$ cat src/rtl/fwp_pkg.sv
package fwp_pkg;

    localparam int unsigned CTRL_W   = 16;
    localparam int unsigned WREN_POS = 0;
    localparam int unsigned LOCK_POS = 1;

    // bits software may write; everything else is reserved
    localparam logic [CTRL_W-1:0] WR_MASK =
        (CTRL_W'(1) << WREN_POS) | (CTRL_W'(1) << LOCK_POS);

    typedef enum logic {
        CYC_RD = 1'b0,
        CYC_WR = 1'b1
    } cyc_kind_e;

    typedef struct packed {
        logic      valid;
        cyc_kind_e kind;
    } cyc_req_t;

    typedef struct packed {
        logic lock;
        logic wren;
    } ctrl_t;

    function automatic ctrl_t ctrl_view(logic [CTRL_W-1:0] word);
        ctrl_t c;
        c.lock = word[LOCK_POS];
        c.wren = word[WREN_POS];
        return c;
    endfunction

    // next word for an accepted write: reserved bits dropped, lock sticky
    function automatic logic [CTRL_W-1:0] ctrl_next(logic [CTRL_W-1:0] cur,
                                                    logic [CTRL_W-1:0] wd);
        logic [CTRL_W-1:0] n;
        n = wd & WR_MASK;
        n[LOCK_POS] = n[LOCK_POS] | cur[LOCK_POS];
        return n;
    endfunction

    function automatic logic smi_cond(ctrl_t prev, ctrl_t nxt);
        return nxt.wren & ~prev.wren & nxt.lock;
    endfunction

endpackage

$ cat src/rtl/fwp_ctrl_reg.sv
module fwp_ctrl_reg
    import fwp_pkg::*;
(
    input  logic              clk,
    input  logic              rst,
    input  logic              wr_acc,
    input  logic [CTRL_W-1:0] wdata,
    output logic [CTRL_W-1:0] word_q,
    output logic              smi_q
);
    logic [CTRL_W-1:0] word_d;
    logic              smi_d;

    always_comb begin
        word_d = word_q;
        smi_d  = 1'b0;
        if (wr_acc) begin
            word_d = ctrl_next(word_q, wdata);
            smi_d  = smi_cond(ctrl_view(word_q), ctrl_view(word_d));
        end
    end

    always_ff @(posedge clk) begin
        if (rst) begin
            word_q <= '0;
            smi_q  <= 1'b0;
        end else begin
            word_q <= word_d;
            smi_q  <= smi_d;
        end
    end
endmodule

$ cat src/rtl/fwp_fwd_gate.sv
module fwp_fwd_gate
    import fwp_pkg::*;
(
    input  cyc_req_t req,
    input  ctrl_t    ctrl,
    output logic     ok
);
    always_comb begin
        ok = 1'b0;
        if (req.valid) begin
            unique case (req.kind)
                CYC_RD: ok = 1'b1;
                CYC_WR: ok = ctrl.wren;
                default: ok = 1'b0;
            endcase
        end
    end
endmodule

$ cat src/rtl/fwp_guard.sv
module fwp_guard
    import fwp_pkg::*;
(
    input  logic              clk,
    input  logic              rst,
    input  logic              reg_sel,
    input  logic              reg_wr,
    input  logic [CTRL_W-1:0] reg_wdata,
    output logic [CTRL_W-1:0] reg_rdata,
    input  logic              cyc_valid,
    input  logic              cyc_write,
    output logic              fwd_ok,
    output logic              smi_req
);
    logic [CTRL_W-1:0] word_q;
    cyc_req_t          req;
    ctrl_t             ctrl;

    assign req.valid = cyc_valid;
    assign req.kind  = cyc_write ? CYC_WR : CYC_RD;
    assign ctrl      = ctrl_view(word_q);
    assign reg_rdata = word_q;

    fwp_ctrl_reg u_reg (
        .clk    (clk),
        .rst    (rst),
        .wr_acc (reg_sel & reg_wr),
        .wdata  (reg_wdata),
        .word_q (word_q),
        .smi_q  (smi_req)
    );

    fwp_fwd_gate u_gate (
        .req  (req),
        .ctrl (ctrl),
        .ok   (fwd_ok)
    );
endmodule

$ cat config.mk
export PLATFORM = sky130hd
export DESIGN_NAME = fwp_guard
export DESIGN_NICKNAME = d
export VERILOG_FILES = /design/src/rtl/fwp_pkg.sv /design/src/rtl/fwp_ctrl_reg.sv /design/src/rtl/fwp_fwd_gate.sv /design/src/rtl/fwp_guard.sv
export SDC_FILE = /design/constraint.sdc
export NUM_CORES = 1
export LEC_CHECK = 0
export BUFFER_PORTS_ARGS = -buffer_cell sky130_fd_sc_hd__buf_2
export CORE_AREA = 2 2 39 41
export DETAILED_ROUTE_END_ITERATION = 12
export DIE_AREA = 0 0 41 43
export SYNTH_ARGS = -nofsm -noshare
export SYNTH_HDL_FRONTEND = slang
export SYNTH_SLANG_ARGS = --single-unit
$ cat constraint.sdc
create_clock -name clk -period 0.8 [get_ports clk]
set_clock_uncertainty 0.05 [all_clocks]
set_input_delay 0.08 -clock clk [delete_from_list [all_inputs] [get_ports clk]]
set_output_delay 0.08 -clock clk [all_outputs]
set_load 0.1 [all_outputs]
==> results.md <==
- Hold Buf Count CTS: 1
- PwrDens: 2210 nW/um2
- Syn Std Cell Area: 226 um2
- Top cells by area, synth: buf_4, dfxtp_1, nor3_2, nand4b_1, a21boi_0
- Met2 WL post-DR: 198 um
- Buffer levels on the longest clock path: 2
- Peak Freq: 938 MHz
- WL per Instance: 6.21 um
- TritonCTS Buffers: 3
- CTS tree: built
- Slew Limit Fails: 0
- Yosys cell types: 11
- Buffers added on ports: 11
- Vias in the first global route: 173
- Count of state elements after synthesis: 3
- CP max FO: 2
- Final WL: 379 um
- Ys async rst share: 0
- Synth top cells by count: buf_4, dfxtp_1, nor2_1
- Antenna violations before repair: 0
- Post-route ant nets: 0
- Die footprint: 1760 um2
- Synth area leader: buf_4
- H-tree lvl count: 1
- Reg clk slew, reported paths: 0.04 ns
- Wl on met1: 132 um
- Peak VDD IR: 705 uV
- Core ar.: 1380 um2
- Final Hold Viols: 0
- Post-DP HPWL: 336 um
- CP Launch Type: flip-flop
- I/O pins: 40
- Primary FF master, synth: dfxtp_1
- Max cap viols: 0
- Initial Utilization: 0.164
- Share of cells above drive strength 1: 0.556
- Via count: 194
- GRT Util Overall: 0.0511
- Crit path kind: flip-flop to output port
- Finished Layout Cells: 61
- Status: finished with violations
- Residual DRC: 0
- Die H: 43 um
- Antenna Cells: 0
- Post-layout instance area: 398 um2
- Drt via density: 3.18
- GR Overflow Total: 0
- Sequential share of the synthesized area: 0.265
- Synth warnings: 0
- Hold WC Path Type: input pin to flip-flop
- Placed Instances: 54
- Count leader, synth: buf_4
- RSZ-0062 raised after global routing: yes
- Fin crit period: 1.07 ns
- Post-synth top area share: 0.464
- Avg Cell Area, Syn: 8.39 um2
- Gpl congestion: 0.637
- Routed met3 length: 48 um
- Top routing layer in use: met3
- Worst Path Arrival: 0.94 ns
- Final nets: 68
- Hold Slack: 0.00490 ns
- Placed cell area: 338 um2
- Design Power: 879 uW
- CTS sink count: 3
- Cells after Synth: 27
- CTS root buf: clkbuf_4
- Leak pwr: 0.000192 uW
- First-pass GRT wire length: 545 um
- Fin crit share: 1.33
- Setup Viol. Count Final: 6
- Row count: 14
- CP endpoint kind: output port
- EDFF count, synth: 0
- Clk Latency, worst-skew pair: 0.23 ns
- Area Overhead vs Synth: 75.7%
- DRT Pass-1 Iters: 2
- Detailed Route Iter0 Violations: 4
- Chip width: 41 um
- Failing checks: setup timing
- CP required: 0.67 ns
- Largest net degree at the start of global routing: 4
- Worst setup margin: -0.266 ns
## worst max-delay path, cell delays in order, from the launching register on
cell and delay, ns:
dfxtp_4 0.35, inv_4 0.04, a21boi_4 0.14, buf_12 0.19
## timing repair
item	4_1_cts	5_1_grt
endpoints found under the hold margin	1	1
setup endpoints to repair	4	6
setup buffers	2	0
pin swaps	2	1
resized for setup	1	1
## per-stage QoR
step | util | setup TNS (ns) | setup WS (ns)
floorplan | - | -0.658 | -0.507
global placement | 0.244 | -0.0489 | -0.0489
detailed placement | 0.244 | -0.0502 | -0.0502
CTS | 0.285 | -0.673 | -0.278
global route | 0.288 | -0.779 | -0.315
finish | 0.288 | -0.624 | -0.266
## layout by cell type (no fill, tap or decap), types with 2 or more instances in the layout
cell type | Yosys | routed
buf_4 | 14 | 2
clkbuf_4 | 0 | 3
buf_12 | 0 | 4
buf_2 | 0 | 7
conb_1 | 1 | 14
dfxtp_4 | 0 | 2
## layer usage
metal  up-vias  global-route usage
met5         -                   0
met4         0              0.0600
met3         0              0.0314
met2        13              0.0656
met1        84              0.0479
li1         97                   -
## state kept, by name, indices dropped and copies added (netlist names)
signal and flops:
u_reg.smi_q 1, u_reg.word_q 2
## area by class of cell
| class | instances | area (um2) |
|---|---|---|
| clock buffers | 4 | 26.3 |
| fillers | 149 | 986 |
| inverters | 1 | 6.26 |
| multi-input cells | 22 | 125 |
| flip-flops and latches | 3 | 68.8 |
| well taps | 16 | 20.0 |
| repair buffers | 15 | 151 |
## final timing paths
check | start | endpoint | slack, ns | cells past startpoint
max | u_reg.word_q[0]$_SDFFE_PP0P_ | fwd_ok | -0.27 | 3
max reg2reg | u_reg.word_q[0]$_SDFFE_PP0P_ | u_reg.word_q[0]$_SDFFE_PP0P_ | -0.01 | 3
min reg2reg | u_reg.word_q[0]$_SDFFE_PP0P_ | u_reg.smi_q$_SDFF_PP0_ | 0.50 | 2
min | rst | u_reg.word_q[0]$_SDFFE_PP0P_ | 0.005 | 2
## power by group
part	switching (uW)	leakage (uW)	internal (uW)
Combinational	385	0.000150	75.2
Clock	72.3	0.0000150	187
Sequential	6.34	0.0000264	154
## logic make-up after synthesis
logic type | synth area share
other | 0.0166
AOI/OAI and AO/OA | 0.0940
buffers and inverters | 0.481
and+or+nand+nor | 0.144
DFF | 0.265
Note: power is estimated with default switching activity, not from simulation.
